**src/rtl/idle_mute_pkg.sv**
```systemverilog
package idle_mute_pkg;
  typedef enum logic [1:0] {
    KIND_MIXED = 2'd0,
    KIND_ZERO  = 2'd1,
    KIND_ONES  = 2'd2
  } run_kind_t;
endpackage

```
**src/rtl/idle_mute_chan.sv**
```systemverilog
module idle_mute_chan
  import idle_mute_pkg::*;
#(
  parameter int SAMPLE_W = 24,
  parameter int RUN_LEN  = 8192,
  localparam int CNT_W   = $clog2(RUN_LEN + 1)
) (
  input  logic                clk,
  input  logic                rst_n,
  input  logic                en_i,
  input  logic                valid_i,
  input  logic [SAMPLE_W-1:0] sample_i,
  output logic                muted_o,
  output logic [CNT_W-1:0]    run_cnt_o,
  output logic                brk_o
);
  localparam logic [CNT_W-1:0] LIMIT = CNT_W'(RUN_LEN);

  function automatic run_kind_t sample_kind(input logic [SAMPLE_W-1:0] s);
    if (s == '0)      return KIND_ZERO;
    else if (s == '1) return KIND_ONES;
    else              return KIND_MIXED;
  endfunction

  function automatic logic [CNT_W-1:0] bump(input logic [CNT_W-1:0] c);
    return (c >= LIMIT) ? LIMIT : c + CNT_W'(1);
  endfunction

  run_kind_t        kind_now, last_kind;
  logic [CNT_W-1:0] cnt_q, cnt_nxt;
  logic             muted_q;

  assign kind_now = sample_kind(sample_i);
  assign brk_o    = en_i && valid_i &&
                    (kind_now == KIND_MIXED || kind_now != last_kind);

  always_comb begin
    cnt_nxt = cnt_q;
    if (valid_i) begin
      if (kind_now == KIND_MIXED)     cnt_nxt = '0;
      else if (kind_now != last_kind) cnt_nxt = CNT_W'(1);
      else                            cnt_nxt = bump(cnt_q);
    end
  end

  always_ff @(posedge clk or negedge rst_n) begin
    if (!rst_n) begin
      cnt_q     <= '0;
      last_kind <= KIND_MIXED;
      muted_q   <= 1'b0;
    end else if (!en_i) begin
      cnt_q     <= '0;
      last_kind <= KIND_MIXED;
      muted_q   <= 1'b0;
    end else if (valid_i) begin
      cnt_q     <= cnt_nxt;
      last_kind <= kind_now;
      muted_q   <= (cnt_nxt == LIMIT);
    end
  end

  assign muted_o   = muted_q;
  assign run_cnt_o = cnt_q;
endmodule

```
**src/rtl/idle_mute_pin.sv**
```systemverilog
module idle_mute_pin #(
  parameter int N_CH        = 2,
  parameter bit ACTIVE_HIGH = 1'b1
) (
  input  logic [N_CH-1:0] muted_i,
  output logic            pin_o
);
  logic any_muted;
  assign any_muted = |muted_i;

  generate
    if (ACTIVE_HIGH) begin : g_high
      assign pin_o = any_muted;
    end else begin : g_low
      assign pin_o = ~any_muted;
    end
  endgenerate
endmodule

```
**src/rtl/audio_idle_mute.sv**
```systemverilog
module audio_idle_mute #(
  parameter int SAMPLE_W        = 24,
  parameter int RUN_LEN         = 8192,
  parameter bit PIN_ACTIVE_HIGH = 1'b1,
  localparam int N_CH           = 2,
  localparam int CNT_W          = $clog2(RUN_LEN + 1)
) (
  input  logic                clk,
  input  logic                rst_n,
  input  logic                smp_valid,
  input  logic [SAMPLE_W-1:0] smp_left,
  input  logic [SAMPLE_W-1:0] smp_right,
  input  logic                auto_mute_en,
  output logic                mute_left,
  output logic                mute_right,
  output logic                mute_pin
);
  logic [SAMPLE_W-1:0] ch_sample [N_CH];
  logic [CNT_W-1:0]    run_cnt   [N_CH];
  logic [N_CH-1:0]     ch_muted;
  logic [N_CH-1:0]     ch_brk;

  assign ch_sample[0] = smp_left;
  assign ch_sample[1] = smp_right;

  generate
    for (genvar c = 0; c < N_CH; c++) begin : g_ch
      idle_mute_chan #(
        .SAMPLE_W(SAMPLE_W),
        .RUN_LEN (RUN_LEN)
      ) u_chan (
        .clk      (clk),
        .rst_n    (rst_n),
        .en_i     (auto_mute_en),
        .valid_i  (smp_valid),
        .sample_i (ch_sample[c]),
        .muted_o  (ch_muted[c]),
        .run_cnt_o(run_cnt[c]),
        .brk_o    (ch_brk[c])
      );
    end
  endgenerate

  idle_mute_pin #(
    .N_CH       (N_CH),
    .ACTIVE_HIGH(PIN_ACTIVE_HIGH)
  ) u_pin (
    .muted_i(ch_muted),
    .pin_o  (mute_pin)
  );

  assign mute_left  = ch_muted[0];
  assign mute_right = ch_muted[1];
endmodule

```
**config.mk**
```make
export PLATFORM = sky130hd
export DESIGN_NAME = audio_idle_mute
export DESIGN_NICKNAME = d
export VERILOG_FILES = /design/src/rtl/idle_mute_pkg.sv /design/src/rtl/idle_mute_chan.sv /design/src/rtl/idle_mute_pin.sv /design/src/rtl/audio_idle_mute.sv
export SDC_FILE = /design/constraint.sdc
export NUM_CORES = 1
export LEC_CHECK = 0
export ABC_CLOCK_PERIOD_IN_PS = 4200
export BUFFER_PORTS_ARGS = -buffer_cell sky130_fd_sc_hd__buf_2
export CORE_UTILIZATION = 45
export CTS_BUF_LIST = sky130_fd_sc_hd__clkbuf_2
export CTS_CLUSTER_DIAMETER = 100
export CTS_CLUSTER_SIZE = 20
export DETAILED_ROUTE_END_ITERATION = 7
export PLACE_DENSITY = 0.67
export SLEW_MARGIN = 30
export SYNTH_ARGS = -nofsm -noshare
export SYNTH_HDL_FRONTEND = slang
export SYNTH_HIERARCHICAL = 1
export SYNTH_SLANG_ARGS = --single-unit
```
**constraint.sdc**
```tcl
create_clock -name clk -period 4.2 [get_ports clk]
set_clock_uncertainty 0.15 [all_clocks]
set_input_delay 0.63 -clock clk [delete_from_list [all_inputs] [get_ports clk]]
set_output_delay 0.63 -clock clk [all_outputs]
set_load 0.1 [all_outputs]
```
==> results of run 1 <==
-- worst max-delay path: cells and delay by family --
family                 cells  cell delay (ps)
buffers and inverters      1              100
AOI/OAI and AO/OA          2              390
and+or+nand+nor            4             1360
-- registers in the layout (all words and copies together) (netlist names) --
| name | cells |
|---|---|
| g_ch.u_chan/last_kind | 4 |
| g_ch.u_chan/muted_o | 2 |
| g_ch.u_chan/run_cnt_o | 28 |
-- worst min path at each step --
stage          depth (start not counted)                           end  slack (ps)
6_report                               1   g_ch[1].u_chan/run_cnt_o[3]         140
5_1_grt                                1   g_ch[1].u_chan/run_cnt_o[3]         140
4_1_cts                                1   g_ch[1].u_chan/run_cnt_o[3]         130
3_5_place_dp                           2        g_ch[0].u_chan/muted_o         360
3_3_place_gp                           1  g_ch[0].u_chan/run_cnt_o[12]         370
2_1_floorplan                          0   g_ch[0].u_chan/last_kind[0]         180
-- layout make-up --
type,count,area (um2)
Fill cell,502,2320
Multi-Input combinational cell,227,1490
Sequential cell,34,851
Timing Repair Buffer,54,270
Tap cell,70,87.6
Clock inverter,3,68.8
Inverter,8,30.0
Clock buffer,5,25.0
-- power by group through the flow --
stage	Clock, uW	Sequential [uW]	Combinational (uW)
after floorplan	0	334	18.4
after global placement	0	334	55.0
after detailed placement	0	334	56.7
after CTS	294	328	56.6
after global routing	306	328	62.7
final	282	328	56.2
-- metal layers --
metal  wire length (um)  global-route usage, %  vias to the layer above  share of wire (%)
met5                  0                      0                        -                  0
met4                 44                   6.38                        0               0.81
met3                166                   5.03                        4                3.0
met2               2690                   38.2                       40                 49
met1               2560                   24.3                     1118                 47
li1                   -                      -                     1157                  -
-- per-stage QoR --
stage / cell area [um2] / setup WS, ps / utilization [%] / total power, uW
2_1_floorplan: 2420 / 1700 / - / 352
3_3_place_gp: 2730 / 1510 / 53.1 / 389
3_5_place_dp: 2730 / 1540 / 53.1 / 390
4_1_cts: 2820 / 1930 / 54.9 / 678
5_1_grt: 2820 / 1730 / 54.9 / 697
6_report: 2820 / 1860 / 54.9 / 666
==> results by group, run 1 <==
Status
  • Status: completed

Worst setup path
  • Worst R2R Path Depth: 5
  • Reg2Reg Launch Point: g_ch[0].u_chan/run_cnt_o[13]
  • End of the critical path: g_ch[0].u_chan/run_cnt_o[11]
  • Crit-path max cell delay: approximately 500 ps
  • FF-to-FF setup slack: roughly 1900 ps
  • Critical path class: primary input to flop
  • Critical path origin: smp_left[20]
  • Setup crit end kind: flop
  • CP max-delay cell: or3_1
  • WP data arrival: around 2500 ps
  • CP Max Fanout: 11
  • CP Launch Type: primary input
  • Worst r2r dst: g_ch[0].u_chan/run_cnt_o[11]
  • Critical-path cell list: buf_2 > nor4_1 > nand4_1 > o31ai_1 > nand3_1 > or3_1 > o211ai_2
  • Req. time, crit path: 4350 ps

Timing
  • Setup Viol. Count Final: 0
  • Setup_tns: 0 ps
  • RSZ-0062 raised after global routing: no
  • Final Cycle Share: 55.7%
  • Worst-Margin Slew: between 900 and 1000 ps
  • Final hold violation count: 0
  • Slew Viols, Final: 0
  • Max frequency: ~430 MHz
  • Min cycle time layout: roughly 2300 ps
  • Hold slack: roughly 140 ps
  • Rel. slew slack: ~36%

Routing
  • DRT Wirelength: around 5500 um
  • Initial DRC Count: ~110
  • TritonRoute pass-1 iters: 4
  • DRC: 0
  • Post-DR wirelength/cell: 13.6 um
  • Vias: between 2k and 2.5k
  • Final ANT Viol Nets: 0
  • Via/cell ratio: approximately 5.8

Place
  • IO buf count: 54
  • Gpl congestion: roughly 0.77
  • Placed cells: around 390
  • Post-DP HPWL: 3940 um

Power
  • Sw frac: 23.2%
  • Pint: approximately 510 uW
  • Max rail drop VDD: roughly 180 uV
  • Clock power share: a little over two fifths
  • Sequential Power Share: about half
  • Net Sw Power: 154 uW
  • Cell area power density: 236 nW/um2
  • LEAKAGE: about 0.0012 uW
  • Combinational share of power: under 10%

Die
  • Initial Utilization: about 47%
  • Die area: about 5700 um2
  • I/O Pins: between 50 and 60
  • Row Count: 26
  • Die W: between 70 and 80 um
  • Die Ht: 75.4 um
  • Core ar.: slightly above 5000 um2

GRT
  • Remaining Overflow, GRT: 0
  • Largest net degree at the start of global routing: 35
  • Vias in the first global route: between 2k and 2.5k
  • Overall Global Routing Usage: around a fifth
  • First-pass GRT wire length: approximately 9100 um
  • Initial antenna violation count: 0

Logic synthesis
  • Synth Instances: roughly 280
  • Syn Nets: ~330
  • Mean Syn Cell Area: slightly below 9 um2
  • Mapped Area: 2420 um2
  • Synth Warn #: 6

Cells and area
  • Post-Layout Cell Count: ~400
  • Commonest non-fill, non-tap cell in the layout: buf_2
  • Proportion of layout cells with a drive suffix above 1: roughly 28%
  • P&R area growth vs syn: 16.5%
  • Ant. Diodes: 0
  • Most frequent cells in the layout: 54 x buf_2, 36 x nand2_1, 34 x dfrtp_1
  • Final net count: ~390

Hold path
  • Hold/Removal Path Class: primary input to async pin

Clock tree
  • Post-CTS sizing: 0
  • Post-CTS setup buffer count: 0
  • Max Buffers Root-to-Sink: 2
  • CTS tree: yes
  • Num CTS Buffers: 5
  • # H-tree levels: 2
  • Clock root cell: clkbuf_2
  • Clk slew on worst S/H paths: 200 ps
  • Skew-Pair Late Insertion Delay: around 380 ps
  • Clock sinks: 34
  • Hold buffer count at cts: 0

Job
  • Maximum Capacitance Violations: 0
Note: power is estimated with default switching activity, not from simulation.
==> run 2: changes to the inputs <==
--- a/config.mk
+++ b/config.mk
@@ -5,7 +5,7 @@
 export SDC_FILE = /design/constraint.sdc
 export NUM_CORES = 1
 export LEC_CHECK = 0
-export ABC_CLOCK_PERIOD_IN_PS = 4200
+export ABC_CLOCK_PERIOD_IN_PS = 2410
 export BUFFER_PORTS_ARGS = -buffer_cell sky130_fd_sc_hd__buf_2
 export CORE_UTILIZATION = 45
 export CTS_BUF_LIST = sky130_fd_sc_hd__clkbuf_2
==> constraint.sdc (replaced) <==
create_clock -name clk -period 2.41 [get_ports clk]
set_clock_uncertainty 0.15 [all_clocks]
set_input_delay 0.3615 -clock clk [delete_from_list [all_inputs] [get_ports clk]]
set_output_delay 0.3615 -clock clk [all_outputs]
set_load 0.1 [all_outputs]
==> results by group, run 2 (same netlist as run 1, synthesis figures left out) <==
Status
  • Status: completed

Die
  • Core ar.: 5140 um2 (unchanged)
  • Row Count: 26 (unchanged)
  • Die Ht: 75.4 um (unchanged)
  • Die W: 75.4 um (unchanged)
  • Die area: 5680 um2 (unchanged)
  • I/O Pins: 55 (unchanged)
  • Initial Utilization: 47.2% (unchanged)

Clock tree
  • Post-CTS sizing: 0 (unchanged)
  • Clock root cell: clkbuf_2
  • Max Buffers Root-to-Sink: 2 (unchanged)
  • Post-CTS setup buffer count: 0 (unchanged)
  • Skew-Pair Late Insertion Delay: 370 ps (about the same)
  • CTS tree: yes
  • Hold buffer count at cts: 1 (+1)
  • # H-tree levels: 2 (unchanged)
  • Clk slew on worst S/H paths: 160 ps (-40 ps)
  • Num CTS Buffers: 5 (unchanged)
  • Clock sinks: 34 (unchanged)

Timing
  • RSZ-0062 raised after global routing: no
  • Final hold violation count: 0 (unchanged)
  • Setup_tns: 0 ps (unchanged)
  • Slew Viols, Final: 0 (unchanged)
  • Rel. slew slack: 39.0% (+3.2 points)
  • Setup ws final: 338 ps (-1520 ps)
  • Min cycle time layout: 2070 ps
  • Worst-Margin Slew: 913 ps (-47.6 ps)
  • Max frequency: 483 MHz
  • Setup Viol. Count Final: 0 (unchanged)
  • Final Cycle Share: 86.0%

Job
  • Maximum Capacitance Violations: 0 (unchanged)

Cells and area
  • Final Cell Area: 2830 um2 (about the same)
  • Ant. Diodes: 0 (unchanged)
  • Commonest non-fill, non-tap cell in the layout: buf_2
  • Max reg flops: 28 (unchanged)
  • P&R area growth vs syn: 16.6% (about the same)
  • Final net count: 393 (+1.8%)
  • Proportion of layout cells with a drive suffix above 1: 29.6% (+1.2 points)
  • Most frequent cells in the layout: 54 x buf_2, 36 x nand2_1, 34 x dfrtp_1

Routing
  • Post-DR wirelength/cell: 13.4 um (-1.4%)
  • Via/cell ratio: 5.66 (-2.1%)
  • Initial DRC Count: 129 (+18%)
  • DRC: 0 (unchanged)
  • Vias: 2,309 (-0.43%)
  • Final ANT Viol Nets: 0 (unchanged)
  • DRT Wirelength: 5480 um (+0.31%)
  • TritonRoute pass-1 iters: 4 (unchanged)

GRT
  • First-pass GRT wire length: 9580 um (+5.6%)
  • Initial antenna violation count: 0 (unchanged)
  • GRT met2 Usage: 37.9% (-0.30 points)
  • GRT met3 Usage: 3.57% (-1.5 points)
  • Vias in the first global route: 2,165 (+1.7%)
  • Remaining Overflow, GRT: 0 (unchanged)
  • Grt peak-use layer: met2
  • Overall Global Routing Usage: 21.8% (+0.90 points)
  • Largest net degree at the start of global routing: 35 (unchanged)
  • GR met1 Demand/Resource: 28.5% (+4.2 points)

Worst setup path
  • Critical-path cell list: ha_1 > and3_1 > nand4_1 > nor2_1 > o21ai_1 > a221o_1 > o31ai_2
  • FF-to-FF setup slack: 340 ps (-1600 ps)
  • Req. time, crit path: 2540 ps (-1810 ps)
  • CP Max Fanout: 6 (-5)
  • Reg2Reg Launch Point: g_ch[1].u_chan/run_cnt_o[0]
  • CP max-delay cell: dfrtp_1
  • WP data arrival: 2210 ps (-280 ps)
  • Crit-path max cell delay: 460 ps (-40 ps)
  • Worst r2r dst: g_ch[1].u_chan/muted_o
  • Setup crit end kind: flop
  • Worst R2R Path Depth: 7 (+2)
  • CP Launch Type: flop
  • Critical path class: flop to flop

Place
  • Post-DP HPWL: 4140 um (+4.9%)
  • IO buf count: 54 (unchanged)
  • Area after DPL: 2770 um2 (+1.7%)
  • Gpl congestion: 0.856 (+11%)
  • Place WS: 238 ps (-1300 ps)

Power
  • Sw frac: 26.6% (+3.4 points)
  • Total Power: 934 uW (+40%)
  • Max rail drop VDD: 255 uV (+41%)
  • LEAKAGE: 0.00124 uW (+0.92%)
  • Clock power share: 27.9% (-15 points)
  • Pint: 685 uW (+34%)
  • Combinational share of power: 11.0% (+2.6 points)
  • Sequential Power Share: 61.2% (+12 points)
  • Cell area power density: 330 nW/um2 (+40%)
  • Net Sw Power: 248 uW (+61%)

Hold path
  • Hold_sp: auto_mute_en
  • Hold/Removal Path Class: primary input to flop
  • Hold EP: g_ch[0].u_chan/last_kind[1]
  • Hold path depth: 2
[run 2: how the worst max path moves through the flow]
stage	start	endpoint	cells after the start
6_report	g_ch[1].u_chan/run_cnt_o[0]	g_ch[1].u_chan/muted_o	7
4_1_cts	g_ch[1].u_chan/run_cnt_o[0]	g_ch[1].u_chan/muted_o	7
3_5_place_dp	smp_right[14]	g_ch[1].u_chan/run_cnt_o[4]	8
5_1_grt	g_ch[1].u_chan/run_cnt_o[1]	g_ch[1].u_chan/muted_o	7
3_3_place_gp	smp_right[14]	g_ch[1].u_chan/run_cnt_o[12]	7
2_1_floorplan	g_ch[1].u_chan/muted_o	mute_pin	1
[run 2: final cells by class]
type,instances,area (um2)
Fill cell,508,2310
Tap cell,70,87.6
Sequential cell,34,851
Multi-Input combinational cell,227,1490
Timing Repair Buffer,61,325
Clock inverter,2,8.76
Clock buffer,6,30.0
Inverter,8,30.0
[run 2: layer usage]
layer,vias to the layer above,wire (um)
met1,1091,2620
li1,1174,-
met2,40,2660
met4,0,32
met3,4,160
met5,-,0
[run 2: through the flow]
| stage | hold WS [ps] | utilization [%] | std cells |
|---|---|---|---|
| 2_1_floorplan | -84.1 | - | 275 |
| 3_3_place_gp | 331 | 54.0 | 399 |
| 3_5_place_dp | 340 | 54.0 | 399 |
| 4_1_cts | 178 | 54.9 | 408 |
| 5_1_grt | 159 | 55.0 | 408 |
| 6_report | 204 | 55.0 | 408 |
[run 2: power groups by stage]
stage,Clock [uW],Sequential (uW),Combinational (uW)
3_3_place_gp,0,581,99.4
2_1_floorplan,0,581,32.1
6_report,260,571,103
3_5_place_dp,0,581,102
4_1_cts,278,571,104
5_1_grt,304,571,116
[run 2: critical path: cells and delay by family (launching register included)]
kind,cells,cell delay (ps)
AND/OR/NAND/NOR,3,590
adder cells (fa/ha/maj),1,210
flip-flops,1,460
AO/OA/AOI/OAI,3,590
